File: src/rtl/rw_pkg.sv
package rw_pkg;
    localparam int VA_W     = 64;
    localparam int PID_W    = 32;
    localparam int SHIFT_W  = 6;
    localparam int LSIZE_W  = 5;
    localparam int BASE_W   = 56;
    localparam int ROOT_ADD = 19;

    typedef enum logic [1:0] {
        ST_IDLE,
        ST_TBL,
        ST_DIR,
        ST_DONE
    } walk_state_t;

    typedef enum logic [2:0] {
        FLT_NONE,
        FLT_SEG,
        FLT_BADTREE,
        FLT_INVALID,
        FLT_PERM,
        FLT_RC
    } fault_t;
endpackage

File: src/rtl/rw_level_check.sv
module rw_level_check #(
    parameter int MIN_BITS = 5,
    parameter int MAX_BITS = 16
) (
    input  logic [4:0] mbits,
    input  logic [5:0] limit,
    output logic       ok
);
    always_comb begin
        ok = (mbits >= 5'(MIN_BITS)) && (mbits <= 5'(MAX_BITS)) && ({1'b0, mbits} <= limit);
    end
endmodule

File: src/rtl/rw_leaf_check.sv
module rw_leaf_check (
    input  logic [63:0] entry,
    input  logic        priv,
    input  logic        ifetch,
    input  logic        store,
    output logic        perm_ok,
    output logic        rc_ok
);
    logic access_ok;
    logic unused_leafbits;

    always_comb begin
        if (ifetch)
            access_ok = entry[0] & ~entry[5];
        else
            access_ok = entry[1] | (entry[2] & ~store);
        perm_ok = (priv | ~entry[3]) & access_ok;
        rc_ok   = entry[8] & (entry[7] | ~store);
    end

    assign unused_leafbits = ^{entry[63:9], entry[6], entry[4]};
endmodule

File: src/rtl/rw_addr_gen.sv
module rw_addr_gen (
    input  logic [63:0] ptbase,
    input  logic [31:0] epid,
    input  logic [63:0] ea,
    input  logic [55:0] base,
    input  logic [5:0]  shift,
    input  logic [4:0]  msize,
    input  logic [63:0] leaf,
    output logic [63:0] prte_addr,
    output logic [63:0] pde_addr,
    output logic [63:0] real_addr
);
    logic [44:0] fmask;
    logic [16:0] kmask;
    logic [51:0] ea_sh;
    logic [23:0] m24;
    logic [15:0] k16;
    logic [43:0] f44;
    logic        unused_ag;

    always_comb begin
        fmask = (45'd1 << shift) - 45'd1;
        kmask = (17'd1 << msize) - 17'd1;
        ea_sh = ea[63:12] >> shift;
        m24   = fmask[23:0];
        k16   = kmask[15:0];
        f44   = fmask[43:0];
        prte_addr = {8'h00, ptbase[55:36], (ptbase[35:12] & ~m24) | (epid[31:8] & m24), epid[7:0], 4'h0};
        pde_addr  = {8'h00, base[55:19], (base[18:3] & ~k16) | (ea_sh[15:0] & k16), 3'b000};
        real_addr = {8'h00, (leaf[55:12] & ~f44) | (ea[55:12] & f44), leaf[11:0]};
    end

    assign unused_ag = ^{ptbase[63:56], ptbase[11:0], ea[11:0], base[2:0], leaf[63:56],
                         ea_sh[51:16], fmask[44], kmask[16]};
endmodule

File: src/rtl/radix_walk.sv
module radix_walk
    import rw_pkg::*;
#(
    parameter int MIN_LEVEL_BITS = 5,
    parameter int MAX_LEVEL_BITS = 16
) (
    input  logic        clk,
    input  logic        rst_n,
    input  logic        start,
    input  logic [63:0] ea,
    input  logic [31:0] pid,
    input  logic [63:0] ptbase,
    input  logic        priv,
    input  logic        ifetch,
    input  logic        store,
    output logic        mem_req,
    output logic [63:0] mem_addr,
    input  logic        mem_ack,
    input  logic [63:0] mem_data,
    output logic        done,
    output logic [63:0] real_addr,
    output logic        err_seg,
    output logic        err_badtree,
    output logic        err_invalid,
    output logic        err_perm,
    output logic        err_rc
);
    walk_state_t state_q, state_d;
    fault_t      fault_q, fault_d;
    logic [VA_W-1:0]    ea_q, ptbase_q, raddr_q, raddr_d;
    logic [PID_W-1:0]   epid_q;
    logic               priv_q, ifetch_q, store_q;
    logic [BASE_W-1:0]  base_q, base_d;
    logic [SHIFT_W-1:0] shift_q, shift_d;
    logic [LSIZE_W-1:0] msize_q, msize_d;

    logic [VA_W-1:0]    prte_addr, pde_addr, leaf_real;
    logic [LSIZE_W-1:0] rts, data_size;
    logic [SHIFT_W-1:0] root_limit;
    logic [31:0]        seg_mask;
    logic               seg_bad, root_ok, lvl_ok, perm_ok, rc_ok;
    logic               unused_top;

    rw_addr_gen u_addr (
        .ptbase(ptbase_q), .epid(epid_q), .ea(ea_q), .base(base_q),
        .shift(shift_q), .msize(msize_q), .leaf(mem_data),
        .prte_addr(prte_addr), .pde_addr(pde_addr), .real_addr(leaf_real)
    );

    rw_level_check #(.MIN_BITS(MIN_LEVEL_BITS), .MAX_BITS(MAX_LEVEL_BITS)) u_root_chk (
        .mbits(data_size), .limit(root_limit), .ok(root_ok)
    );

    rw_level_check #(.MIN_BITS(MIN_LEVEL_BITS), .MAX_BITS(MAX_LEVEL_BITS)) u_lvl_chk (
        .mbits(data_size), .limit(shift_q), .ok(lvl_ok)
    );

    rw_leaf_check u_leaf_chk (
        .entry(mem_data), .priv(priv_q), .ifetch(ifetch_q), .store(store_q),
        .perm_ok(perm_ok), .rc_ok(rc_ok)
    );

    // decode of the process-table entry and segment check
    always_comb begin
        rts        = {mem_data[62:61], mem_data[7:5]};
        data_size  = mem_data[4:0];
        root_limit = SHIFT_W'(rts) + SHIFT_W'(ROOT_ADD);
        seg_mask   = (32'd1 << rts) - 32'd1;
        seg_bad    = (ea_q[63] ^ ea_q[62]) | (|(ea_q[61:31] & ~seg_mask[30:0]));
    end

    // next-state and walk data
    always_comb begin
        state_d = state_q;
        fault_d = fault_q;
        raddr_d = raddr_q;
        base_d  = base_q;
        shift_d = shift_q;
        msize_d = msize_q;
        unique case (state_q)
            ST_IDLE: begin
                if (start) begin
                    state_d = ST_TBL;
                    fault_d = FLT_NONE;
                    raddr_d = '0;
                    shift_d = {1'b0, ptbase[4:0]};
                end
            end
            ST_TBL: begin
                if (mem_ack) begin
                    if (seg_bad) begin
                        fault_d = FLT_SEG;
                        state_d = ST_DONE;
                    end else if (!root_ok) begin
                        fault_d = FLT_BADTREE;
                        state_d = ST_DONE;
                    end else begin
                        base_d  = {mem_data[55:8], 8'h00};
                        shift_d = root_limit - SHIFT_W'(data_size);
                        msize_d = data_size;
                        state_d = ST_DIR;
                    end
                end
            end
            ST_DIR: begin
                if (mem_ack) begin
                    if (!mem_data[63]) begin
                        fault_d = FLT_INVALID;
                        state_d = ST_DONE;
                    end else if (mem_data[62]) begin
                        state_d = ST_DONE;
                        if (!perm_ok)
                            fault_d = FLT_PERM;
                        else if (!rc_ok)
                            fault_d = FLT_RC;
                        else
                            raddr_d = leaf_real;
                    end else if (!lvl_ok) begin
                        fault_d = FLT_BADTREE;
                        state_d = ST_DONE;
                    end else begin
                        base_d  = {mem_data[55:8], 8'h00};
                        shift_d = shift_q - SHIFT_W'(data_size);
                        msize_d = data_size;
                    end
                end
            end
            ST_DONE: state_d = ST_IDLE;
        endcase
    end

    // state register
    always_ff @(posedge clk or negedge rst_n) begin
        if (!rst_n) begin
            state_q  <= ST_IDLE;
            fault_q  <= FLT_NONE;
            raddr_q  <= '0;
            base_q   <= '0;
            shift_q  <= '0;
            msize_q  <= '0;
            ea_q     <= '0;
            ptbase_q <= '0;
            epid_q   <= '0;
            priv_q   <= 1'b0;
            ifetch_q <= 1'b0;
            store_q  <= 1'b0;
        end else begin
            state_q <= state_d;
            fault_q <= fault_d;
            raddr_q <= raddr_d;
            base_q  <= base_d;
            shift_q <= shift_d;
            msize_q <= msize_d;
            if (state_q == ST_IDLE && start) begin
                ea_q     <= ea;
                ptbase_q <= ptbase;
                epid_q   <= ea[63] ? '0 : pid;
                priv_q   <= priv;
                ifetch_q <= ifetch;
                store_q  <= store;
            end
        end
    end

    // outputs
    always_comb begin
        mem_req     = (state_q == ST_TBL) || (state_q == ST_DIR);
        mem_addr    = (state_q == ST_TBL) ? prte_addr : pde_addr;
        done        = (state_q == ST_DONE);
        err_seg     = done && (fault_q == FLT_SEG);
        err_badtree = done && (fault_q == FLT_BADTREE);
        err_invalid = done && (fault_q == FLT_INVALID);
        err_perm    = done && (fault_q == FLT_PERM);
        err_rc      = done && (fault_q == FLT_RC);
        real_addr   = (done && fault_q == FLT_NONE) ? raddr_q : '0;
    end

    assign unused_top = ^{mem_data[60:56], seg_mask[31]};

    assert_done_pulse_R11: assert property (@(posedge clk) disable iff (!rst_n)
        done |=> !done);

    assert_single_flag_R11: assert property (@(posedge clk) disable iff (!rst_n)
        done |-> ($countones({err_seg, err_badtree, err_invalid, err_perm, err_rc}) <= 1));

    assert_req_hold_R13: assert property (@(posedge clk) disable iff (!rst_n)
        (mem_req && !mem_ack) |=> (mem_req && $stable(mem_addr)));

    assert_busy_ignore_R12: assert property (@(posedge clk) disable iff (!rst_n)
        (state_q != ST_IDLE) |=> $stable(ea_q));

    assert_shift_shrinks_R6: assert property (@(posedge clk) disable iff (!rst_n)
        (state_q == ST_DIR && mem_ack && state_d == ST_DIR) |=> (shift_q < $past(shift_q)));
endmodule

File: config.mk
export PLATFORM = sky130hd
export DESIGN_NAME = radix_walk
export DESIGN_NICKNAME = d
export VERILOG_FILES = /design/src/rtl/rw_pkg.sv /design/src/rtl/rw_level_check.sv /design/src/rtl/rw_leaf_check.sv /design/src/rtl/rw_addr_gen.sv /design/src/rtl/radix_walk.sv
export SDC_FILE = /design/constraint.sdc
export NUM_CORES = 1
export LEC_CHECK = 0
export ABC_CLOCK_PERIOD_IN_PS = 6600
export BUFFER_PORTS_ARGS = -buffer_cell sky130_fd_sc_hd__buf_2
export CORE_MARGIN = 8
export CORE_UTILIZATION = 50
export DETAILED_ROUTE_END_ITERATION = 16
export PLACE_DENSITY = 0.74
export SETUP_SLACK_MARGIN = 0.2
export SLEW_MARGIN = 20
export SYNTH_ARGS = -nofsm -noshare
export SYNTH_HDL_FRONTEND = slang
export SYNTH_SLANG_ARGS = --single-unit
File: constraint.sdc
create_clock -name clk -period 6.6 [get_ports clk]
set_input_delay 0.66 -clock clk [delete_from_list [all_inputs] [get_ports clk]]
set_output_delay 0.66 -clock clk [all_outputs]
set_load 0.02 [all_outputs]
==> flow_summary.json, run 1 <==
{
  "cts_root_buffer": "sky130_fd_sc_hd__clkbuf_16",
  "critPathMaxFanout": 27,
  "fillCellCount": 2910,
  "setup.worst_path.end_class": "primary output",
  "rsz_0062_raised_after_global_routing": "no",
  "slew-limit-headroom": 0.271,
  "status": "complete, no violations",
  "required_ns": 5.94,
  "postPlaceCellArea_um2": 18700,
  "timing.final.hold_violations": 0,
  "antenna_left": 0,
  "floorplan.die.width_um": 200,
  "overall_fraction_of_global_route_tracks_in_use": 0.291,
  "cts_max_level": 1,
  "crit_buf_inv": 4,
  "grt_pass1_wl_um": 90000,
  "yosys_most_used_dff": "sky130_fd_sc_hd__dfrtp_1",
  "dr_total_vias": 15000,
  "critical_path_cell_by_cell": "inv_2 -> nand2_1 -> nor2_1 -> buf_4 -> nand2_1 -> ha_1 -> inv_1 -> nand3_1 -> o21ai_0 -> a22oi_1 -> o21ai_0 -> mux2i_1 -> a21oi_1 -> buf_2",
  "drtPass1Iterations": 6,
  "crit_slowest_cell": "sky130_fd_sc_hd__o21ai_0",
  "utilization": 0.588,
  "ir_worst_vdd_mv": 0.329,
  "setup_violations": 0,
  "worstSetupPathType": "register to primary output",
  "power_per_cell_area_nw_per_um2": 563,
  "synth_edf_count": 0,
  "core_region_area_um2": 33400,
  "clock_buffers_created_by_tritoncts": 29,
  "timing.setup.tns_ns": 0,
  "cts.hold.buffers_added": 0,
  "multi_input_area_um2": 9950,
  "num_rows": 67,
  "path_class_of_the_lowest_slack_min_delay_path": "input port to async pin",
  "final_net_count": 2288,
  "critical_path_arrival_ns": 4.97,
  "total_power_mw": 11.1,
  "critPathLaunchType": "register",
  "area_of_the_die_um2": 40000,
  "ioPinCount": 366,
  "tritoncts_clock_tree": "done",
  "layout.cells.most_common_list": "sky130_fd_sc_hd__buf_2 (313), sky130_fd_sc_hd__dfrtp_1 (248), sky130_fd_sc_hd__nand2_1 (226)",
  "fin_worst_hold_slack_ns": 0.0979,
  "period_share": 0.852,
  "postSynthRegisterBits": 251,
  "areaGrowthSynthToFinish_pct": 16.2,
  "maxSlewViolCount": 0,
  "drc": 0,
  "worst_path_top_cell_family_by_delay": "buffers and inverters",
  "grt_pass1_vias": 15000,
  "ctsLongestPathBuffers": 3,
  "synth_seq_area_share": 0.371,
  "final_common_cell": "sky130_fd_sc_hd__buf_2",
  "grt_remaining_overflow": 0,
  "viasPerCell": 6.01,
  "place.port_buffers": 314,
  "post_cts_setup_repair_bufs": 0,
  "initial_utilization": 0.506,
  "sequential_cell_area_um2": 6280,
  "post_drt_wl_per_cell_um": 23.8,
  "fin_crit_ns": 5.63,
  "cts_resized": 0,
  "clock_sink_count": 251,
  "wirelength_um": 59500,
  "power.leakage_nw": 9.18,
  "slowest_delay_ns": 0.56,
  "synth.lib_cells_used.distinct": 80,
  "grt_start_max_net_pins": 154,
  "clk_transition_reported_paths_ns": 0.06,
  "synth_warnings": 0,
  "async_reset_ff_frac": 1.00,
  "post-dp-hpwl_um": 43900,
  "max_cap_viols": 0,
  "layout-drive-gt1-share": 0.304,
  "clock.fmax_mhz": 178,
  "timing_worst_slew_pin_value_ns": 1.09,
  "worst_skew_pair.late_latency_ns": 0.55,
  "post_synth.cell_area_avg_um2": 9.39,
  "instance_count_of_the_mapped_netlist": 1803,
  "skew_ns": 0.0113,
  "syn-cell-area_um2": 16900,
  "grt_antenna_before_repair": 0,
  "first_iter_violations": 1294,
  "gp_congestion": 0.998,
  "die_height_um": 200,
  "finish.instance_area_um2": 19700
}
-- per-layer routing --
layer	vias to the layer above	GRT usage	wire [um]	share of wire
li1	6896	-	-	-
met1	7265	0.402	25200	0.42
met2	752	0.455	26800	0.45
met3	129	0.0496	5070	0.085
met4	0	0.104	2390	0.040
met5	-	0	0	0
-- worst paths after layout --
path                       slack (ns)   startpoint  cells after the start            to
min in group clk                 0.34   ptbase[14]                      2  ptbase_q[14]
max in group asynchronous        5.10        rst_n                      2    shift_q[1]
hold / removal                    0.1        rst_n                      1  ptbase_q[35]
setup reg to reg                 2.11   shift_q[0]                     14   raddr_q[50]
hold reg to reg                  0.47  raddr_q[54]                      2   raddr_q[54]
setup / recovery                 0.97   shift_q[0]                     14  mem_addr[22]
-- sequential cells by signal, indices dropped and copies added (netlist names) --
signal,count
fault_q,3
shift_q,6
base_q,48
store_q,1
msize_q,5
priv_q,1
epid_q,32
ifetch_q,1
ptbase_q,44
state_q,2
ea_q,52
raddr_q,56
-- worst register-to-register path: stages, from the launching register on --
cell	delay, ns
sky130_fd_sc_hd__dfrtp_2	0.36
sky130_fd_sc_hd__inv_2	0.23
sky130_fd_sc_hd__nand2_1	0.44
sky130_fd_sc_hd__nor2_1	0.16
sky130_fd_sc_hd__buf_4	0.20
sky130_fd_sc_hd__nand2_1	0.18
sky130_fd_sc_hd__ha_1	0.52
sky130_fd_sc_hd__inv_1	0.30
sky130_fd_sc_hd__nor2_1	0.83
sky130_fd_sc_hd__nand2_1	0.41
sky130_fd_sc_hd__nor2_1	0.20
sky130_fd_sc_hd__nor2_1	0.07
sky130_fd_sc_hd__o22ai_1	0.13
sky130_fd_sc_hd__nand3_1	0.10
sky130_fd_sc_hd__a32o_1	0.27
-- synthesized netlist by cell type (6+ instances only) --
master | n | area (um^2)
sky130_fd_sc_hd__a22oi_1 | 7 | 52.6
sky130_fd_sc_hd__a21o_1 | 9 | 67.6
sky130_fd_sc_hd__inv_1 | 23 | 86.3
sky130_fd_sc_hd__or2_2 | 7 | 43.8
sky130_fd_sc_hd__o22ai_1 | 10 | 62.6
sky130_fd_sc_hd__a31oi_1 | 11 | 68.8
sky130_fd_sc_hd__a21oi_1 | 96 | 480
sky130_fd_sc_hd__mux4_2 | 25 | 563
sky130_fd_sc_hd__a211oi_1 | 13 | 97.6
sky130_fd_sc_hd__buf_6 | 6 | 67.6
sky130_fd_sc_hd__buf_1 | 21 | 78.8
sky130_fd_sc_hd__xnor2_1 | 15 | 131
sky130_fd_sc_hd__o221ai_1 | 9 | 78.8
sky130_fd_sc_hd__nand3_1 | 31 | 155
sky130_fd_sc_hd__o211ai_1 | 19 | 143
sky130_fd_sc_hd__mux2_4 | 50 | 751
sky130_fd_sc_hd__dfrtp_1 | 251 | 6280
sky130_fd_sc_hd__o31ai_1 | 12 | 90.1
sky130_fd_sc_hd__nor2b_1 | 9 | 56.3
sky130_fd_sc_hd__nor4_1 | 8 | 50.1
sky130_fd_sc_hd__xor2_1 | 7 | 61.3
sky130_fd_sc_hd__mux2i_1 | 113 | 1130
sky130_fd_sc_hd__mux2_2 | 139 | 1570
sky130_fd_sc_hd__a32o_1 | 6 | 60.1
sky130_fd_sc_hd__nand2_1 | 227 | 852
sky130_fd_sc_hd__buf_2 | 13 | 65.1
sky130_fd_sc_hd__and2_1 | 61 | 382
sky130_fd_sc_hd__nor2_1 | 114 | 428
sky130_fd_sc_hd__nor3_1 | 21 | 105
sky130_fd_sc_hd__and3_1 | 8 | 50.1
sky130_fd_sc_hd__o21ai_0 | 184 | 921
sky130_fd_sc_hd__o21a_1 | 6 | 45.0
sky130_fd_sc_hd__clkbuf_1 | 96 | 360
sky130_fd_sc_hd__nand2b_1 | 44 | 275
sky130_fd_sc_hd__buf_4 | 19 | 143
sky130_fd_sc_hd__nand4_1 | 9 | 56.3
sky130_fd_sc_hd__ha_1 | 23 | 288
-- through the flow --
| step | setup slack, ns | std cells |
|---|---|---|
| after global routing | 0.709 | 2500 |
| after floorplan | 2.46 | 1821 |
| final | 0.974 | 2502 |
| after CTS | 1.04 | 2500 |
| after global placement | 1.40 | 2449 |
| after detailed placement | 1.36 | 2449 |
-- power breakdown --
part | switching (mW) | leakage, nW | internal [mW] | total [mW]
registers | 0.762 | 3.14 | 2.21 | 2.97
logic | 3.81 | 5.55 | 2.61 | 6.42
clock network | 0.644 | 0.497 | 1.04 | 1.68
total | 5.22 | 9.18 | 5.86 | 11.1
-- cell families after synthesis --
family                     Yosys count  synth area share
muxes                              327             0.237
DFF                                251             0.371
and+or+nand+nor                    562             0.157
other                                1          0.000221
buffers and inverters              182            0.0482
AOI/OAI and AO/OA                  433             0.156
adders and majority gates           25            0.0194
xor gates and xnor gates            22            0.0114
-- final cells by class --
class,count,share of cell area
multi-input cells,1388,0.506
inverters,27,0.00515
clock inverters,9,0.00655
repair buffers,335,0.0891
diodes,2,0.000254
well taps,448,0.0285
clock buffers,42,0.0450
flip-flops and latches,251,0.320
Note: power is estimated with default switching activity, not from simulation.
==> run 2: changes to the inputs <==
--- a/config.mk
+++ b/config.mk
@@ -7,10 +7,12 @@
 export LEC_CHECK = 0
 export ABC_CLOCK_PERIOD_IN_PS = 6600
 export BUFFER_PORTS_ARGS = -buffer_cell sky130_fd_sc_hd__buf_2
+export CAP_MARGIN = 5
 export CORE_MARGIN = 8
 export CORE_UTILIZATION = 50
 export DETAILED_ROUTE_END_ITERATION = 16
-export PLACE_DENSITY = 0.74
+export HOLD_SLACK_MARGIN = 0.1
+export PLACE_DENSITY_LB_ADDON = 0.1
 export SETUP_SLACK_MARGIN = 0.2
 export SLEW_MARGIN = 20
 export SYNTH_ARGS = -nofsm -noshare
==> flow_summary.json, run 2 (synthesis gave the netlist of run 1 again) <==
{
  "fin_cells": 2499,
  "clock.fmax_mhz": 182,
  "timing.setup.tns_ns": 0,
  "crit_buf_inv": 3,
  "post-dp-hpwl_um": 43800,
  "postPlaceCellArea_um2": 18700,
  "required_ns": 5.94,
  "drc": 0,
  "placement.setup.worst_slack_ns": 1.62,
  "grt_antenna_before_repair": 2,
  "num_rows": 67,
  "register_with_the_most_flip_flops": "raddr_q",
  "finish.instance_area_um2": 19600,
  "areaGrowthSynthToFinish_pct": 15.5,
  "power_switching_share": 0.476,
  "critical_path_arrival_ns": 4.84,
  "detailroute.wirelength.met3_um": 4510,
  "grt_pass1_vias": 14600,
  "fin_crit_ns": 5.50,
  "timing_worst_slew_pin_value_ns": 0.941,
  "fillCellCount": 3079,
  "max_cap_viols": 0,
  "area_of_the_die_um2": 40000,
  "status": "complete, no violations",
  "crit_cells": 13,
  "post_cts_setup_repair_bufs": 0,
  "setup_violations": 0,
  "routed_metal_1_wire_length_um": 26800,
  "crit_slowest_cell": "sky130_fd_sc_hd__nand2_1",
  "critPathLaunchType": "register",
  "ir_worst_vdd_mv": 0.270,
  "reg2regPathDepth": 13,
  "power_per_cell_area_nw_per_um2": 561,
  "wl_met2_um": 27000,
  "worstReg2RegStart": "shift_q[1]",
  "grt_pass1_wl_um": 89800,
  "setup_slack_on_the_worst_flop_to_flop_path_ns": 2.31,
  "worst_path_top_cell_family_by_delay": "simple AND/OR/NAND/NOR gates",
  "viasPerCell": 5.94,
  "final_common_cell": "sky130_fd_sc_hd__buf_2",
  "total_power_mw": 11.0,
  "ioPinCount": 366,
  "critical_path.endpoint": "mem_addr[22]",
  "combinationalPowerShare": 0.580,
  "dr_total_vias": 14900,
  "maxSlewViolCount": 0,
  "post-route-worst-setup-slack_ns": 1.10,
  "ctsLongestPathBuffers": 3,
  "p_seq_frac": 0.275,
  "layout-drive-gt1-share": 0.298,
  "critPathMaxFanout": 27,
  "cts_max_level": 1,
  "final_net_count": 2288,
  "worstSetupPathType": "register to primary output",
  "core_region_area_um2": 33400,
  "cellInternalPower_mw": 5.76,
  "reg.largest.list": "raddr_q (56), ea_q (52), base_q (48)",
  "drtPass1Iterations": 5,
  "die_height_um": 200,
  "cts_resized": 0,
  "wirelength_um": 59600,
  "rsz_0062_raised_after_global_routing": "no",
  "slew-limit-headroom": 0.372,
  "path_class_of_the_lowest_slack_min_delay_path": "input port to async pin",
  "cts.hold.buffers_added": 0,
  "power.leakage_nw": 9.13,
  "grt_remaining_overflow": 0,
  "antenna_left": 0,
  "layout.cells.most_common_list": "sky130_fd_sc_hd__buf_2 (313), sky130_fd_sc_hd__dfrtp_1 (248), sky130_fd_sc_hd__nand2_1 (226)",
  "tritoncts_clock_tree": "done",
  "largest_register_ff_count": 56,
  "post_drt_wl_per_cell_um": 23.9,
  "clock_power_share": 0.145,
  "overall_fraction_of_global_route_tracks_in_use": 0.289,
  "placedCellCount": 2449,
  "initial_utilization": 0.506,
  "skew_ns": 0.0125,
  "floorplan.die.width_um": 200,
  "n_antenna_cell": 0,
  "period_share": 0.833,
  "gp_congestion": 0.951,
  "cts_root_buffer": "sky130_fd_sc_hd__clkbuf_16",
  "slowest_delay_ns": 0.52,
  "startpoint": "shift_q[0]",
  "grt_start_max_net_pins": 149,
  "clock_buffers_created_by_tritoncts": 29,
  "place.port_buffers": 314,
  "first_iter_violations": 1283,
  "critical_path.reg2reg.endpoint": "raddr_q[50]",
  "setup.worst_path.end_class": "primary output",
  "clk_transition_reported_paths_ns": 0.06,
  "dr.max_layer_used": "met5",
  "switchingPower_mw": 5.23,
  "clock_sink_count": 251,
  "timing.final.hold_violations": 0,
  "worst_skew_pair.late_latency_ns": 0.56,
  "critical_path_cell_by_cell": "inv_2 -> nand2_1 -> nor2_1 -> nand2_1 -> ha_1 -> inv_1 -> nand3_1 -> o21ai_0 -> a22oi_1 -> o21ai_0 -> mux2i_1 -> a21oi_1 -> buf_2"
}
-- run 2: layer usage --
layer	up-vias	GRT usage
met1	7302	0.415
li1	6885	-
met2	586	0.453
met5	-	0
met4	2	0.0700
met3	79	0.0463
-- run 2: area by class of cell --
| type | instances | area [um^2] | share of cell area |
|---|---|---|---|
| Multi-Input combinational cell | 1388 | 9950 | 0.509 |
| Sequential cell | 251 | 6280 | 0.321 |
| Timing Repair Buffer | 335 | 1750 | 0.0895 |
| Clock buffer | 44 | 802 | 0.0410 |
| Tap cell | 448 | 561 | 0.0287 |
| Clock inverter | 6 | 109 | 0.00556 |
| Inverter | 27 | 101 | 0.00518 |
-- run 2: power groups by stage --
stage               clock (mW)  combinational (mW)  sequential (mW)
floorplan                    0                4.70             2.57
global placement             0                6.23             3.00
detailed placement           0                6.30             3.02
CTS                       1.62                6.33             3.00
global route              1.67                6.87             3.10
finish                    1.59                6.37             3.02
-- run 2: how the worst min path moves through the flow --
| stage | cells past startpoint | endpoint | from | slack [ns] |
|---|---|---|---|---|
| global route | 1 | ptbase_q[36] | rst_n | 0.16 |
| detailed placement | 2 | raddr_q[8] | raddr_q[8] | 0.46 |
| floorplan | 0 | base_q[10] | rst_n | 0.36 |
| CTS | 1 | fault_q[1] | rst_n | 0.15 |
| finish | 1 | ptbase_q[36] | rst_n | 0.08 |
| global placement | 2 | raddr_q[8] | raddr_q[8] | 0.45 |
-- run 2: metrics by stage --
step | utilization | hold slack, ns
6_report | 0.585 | 0.0846
5_1_grt | 0.585 | 0.157
4_1_cts | 0.585 | 0.150
3_5_place_dp | 0.558 | 0.456
3_3_place_gp | 0.558 | 0.452
2_1_floorplan | - | 0.364
==> run 3: changes to the inputs <==
--- a/config.mk
+++ b/config.mk
@@ -5,7 +5,7 @@
 export SDC_FILE = /design/constraint.sdc
 export NUM_CORES = 1
 export LEC_CHECK = 0
-export ABC_CLOCK_PERIOD_IN_PS = 6600
+export ABC_CLOCK_PERIOD_IN_PS = 4800
 export BUFFER_PORTS_ARGS = -buffer_cell sky130_fd_sc_hd__buf_2
 export CAP_MARGIN = 5
 export CORE_MARGIN = 8
==> constraint.sdc (replaced) <==
create_clock -name clk -period 4.8 [get_ports clk]
set_input_delay 0.48 -clock clk [delete_from_list [all_inputs] [get_ports clk]]
set_output_delay 0.48 -clock clk [all_outputs]
set_load 0.02 [all_outputs]
==> flow_summary.json, run 3 (synthesis gave the netlist of run 1 again) <==
{
  "final_net_count": 2309,
  "clock.fmax_mhz": 226,
  "status": "complete, no violations",
  "rsz_0062_raised_after_global_routing": "yes",
  "area_of_the_die_um2": 40000,
  "viasPerCell": 5.93,
  "grt_start_max_net_pins": 99,
  "final_common_cell": "sky130_fd_sc_hd__buf_2",
  "maxSlewViolCount": 0,
  "crit_slowest_cell": "sky130_fd_sc_hd__a211oi_1",
  "worstSetupPathType": "register to primary output",
  "first_iter_violations": 1250,
  "worstReg2RegStart": "shift_q[1]",
  "grt_pass1_wl_um": 90400,
  "fin_cells": 2522,
  "finish.instance_area_um2": 19800,
  "required_ns": 4.32,
  "grt_pass1_vias": 14700,
  "drtPass1Iterations": 6,
  "drc": 0,
  "largest_register_ff_count": 56,
  "timing_worst_slew_pin_value_ns": 1.03,
  "cpMostUsedCell": "sky130_fd_sc_hd__o21ai_0",
  "n_antenna_cell": 0,
  "die_height_um": 200,
  "clock_buffers_created_by_tritoncts": 28,
  "worst_skew_pair.late_latency_ns": 0.56,
  "post_cts_setup_repair_bufs": 0,
  "ioPinCount": 366,
  "critical_path_cell_by_cell": "buf_4 -> buf_6 -> mux2_2 -> o21ai_0 -> nor2_1 -> a21oi_1 -> o21ai_0 -> a211oi_1 -> o311ai_0 -> a21boi_0 -> buf_2",
  "clock_sink_count": 251,
  "critPathMaxFanout": 60,
  "placedCellCount": 2470,
  "total_power_mw": 15.1,
  "reg.largest.list": "raddr_q (56), ea_q (52), base_q (48)",
  "critPathLaunchType": "register",
  "wirelength_um": 60000,
  "overall_fraction_of_global_route_tracks_in_use": 0.291,
  "setup.worst_path.end_class": "primary output",
  "skew_ns": 0.0209,
  "layout-drive-gt1-share": 0.308,
  "gp_congestion": 0.953,
  "max_cap_viols": 0,
  "ir_worst_vdd_mv": 0.417,
  "register_with_the_most_flip_flops": "raddr_q",
  "cts_root_buffer": "sky130_fd_sc_hd__clkbuf_16",
  "ctsLongestPathBuffers": 3,
  "power_per_cell_area_nw_per_um2": 766,
  "core_region_area_um2": 33400,
  "worst_path_top_cell_family_by_delay": "compound AO/OA/AOI/OAI gates",
  "period_share": 0.922,
  "tritoncts_clock_tree": "done",
  "dr_total_vias": 15000,
  "startpoint": "shift_q[1]",
  "areaGrowthSynthToFinish_pct": 16.7,
  "initial_utilization": 0.506,
  "post_drt_wl_per_cell_um": 23.8,
  "num_rows": 67,
  "path_class_of_the_lowest_slack_min_delay_path": "input port to register",
  "critical_path_arrival_ns": 3.95,
  "post-dp-hpwl_um": 45000,
  "timing.setup.tns_ns": 0,
  "cts_max_level": 1,
  "place.port_buffers": 314,
  "setup_violations": 0,
  "floorplan.die.width_um": 200,
  "slew-limit-headroom": 0.305,
  "power.leakage_nw": 9.25,
  "antenna_left": 0,
  "postPlaceCellArea_um2": 18800,
  "hp-start": "ea[38]",
  "layout.cells.most_common_list": "sky130_fd_sc_hd__buf_2 (313), sky130_fd_sc_hd__dfrtp_1 (248), sky130_fd_sc_hd__nand2_1 (226)",
  "grt_antenna_before_repair": 2,
  "grt_remaining_overflow": 0,
  "fin_crit_ns": 4.43,
  "crit_buf_inv": 3,
  "clk_transition_reported_paths_ns": 0.06,
  "timing.final.hold_violations": 0,
  "slowest_delay_ns": 0.54
}
[run 3: cell types whose count changed in the layout (fill, tap and decap cells not counted), moves of 3 or more]
| cell | previous run | this run |
|---|---|---|
| sky130_fd_sc_hd__buf_4 | 20 | 37 |
| sky130_fd_sc_hd__buf_12 | 1 | 4 |
| sky130_fd_sc_hd__clkinv_2 | 2 | 5 |
| sky130_fd_sc_hd__clkbuf_8 | 2 | 6 |
| sky130_fd_sc_hd__clkbuf_1 | 13 | 8 |
[run 3: worst paths after layout]
| check | cells past startpoint | slack, ns | to |
|---|---|---|---|
| min in group asynchronous | 2 | 0.55 | ptbase_q[36] |
| setup reg to reg | 17 | 1.11 | raddr_q[54] |
| setup / recovery | 11 | 0.37 | mem_addr[14] |
| hold / removal | 2 | 0.15 | ea_q[38] |
| max in group asynchronous | 3 | 3.20 | shift_q[2] |
| hold reg to reg | 2 | 0.47 | raddr_q[8] |
[run 3: layout make-up]
cell class,count,area [um^2]
sequential,251,6280
tap,448,561
timing repair buffer,357,1960
multi-input combinational,1388,9950
clock inverter,8,70.1
inverter,27,101
fill,3042,13700
clock buffer,43,838
[run 3: what timing repair did]
| item | in CTS | in global routing |
|---|---|---|
| hold buffers | 1 | 0 |
| endpoints found under the setup margin | 0 | 2 |
| hold endpoints to repair | 95 | 0 |
| gates resized for setup | 0 | 2 |
[run 3: routing by layer]
layer | GRT usage | routed length, um | vias up | share of wire
met2 | 0.454 | 26800 | 642 | 0.45
li1 | - | - | 6927 | -
met4 | 0.0796 | 1760 | 0 | 0.029
met1 | 0.413 | 26600 | 7285 | 0.44
met5 | 0 | 0 | - | 0
met3 | 0.0495 | 4850 | 96 | 0.081
[run 3: power breakdown]
group / internal [mW] / switching (mW)
clock: 1.25 / 0.889
combinational: 3.66 / 5.28
sequential: 3.04 / 1.03
[run 3: through the flow]
step	worst slack (ns)	utilization	hold WS [ns]
3_5_place_dp	0.418	0.563	0.457
4_1_cts	0.253	0.591	0.127
2_1_floorplan	0.709	-	0.184
6_report	0.373	0.591	0.146
5_1_grt	0.192	0.591	0.137
3_3_place_gp	0.471	0.563	0.453
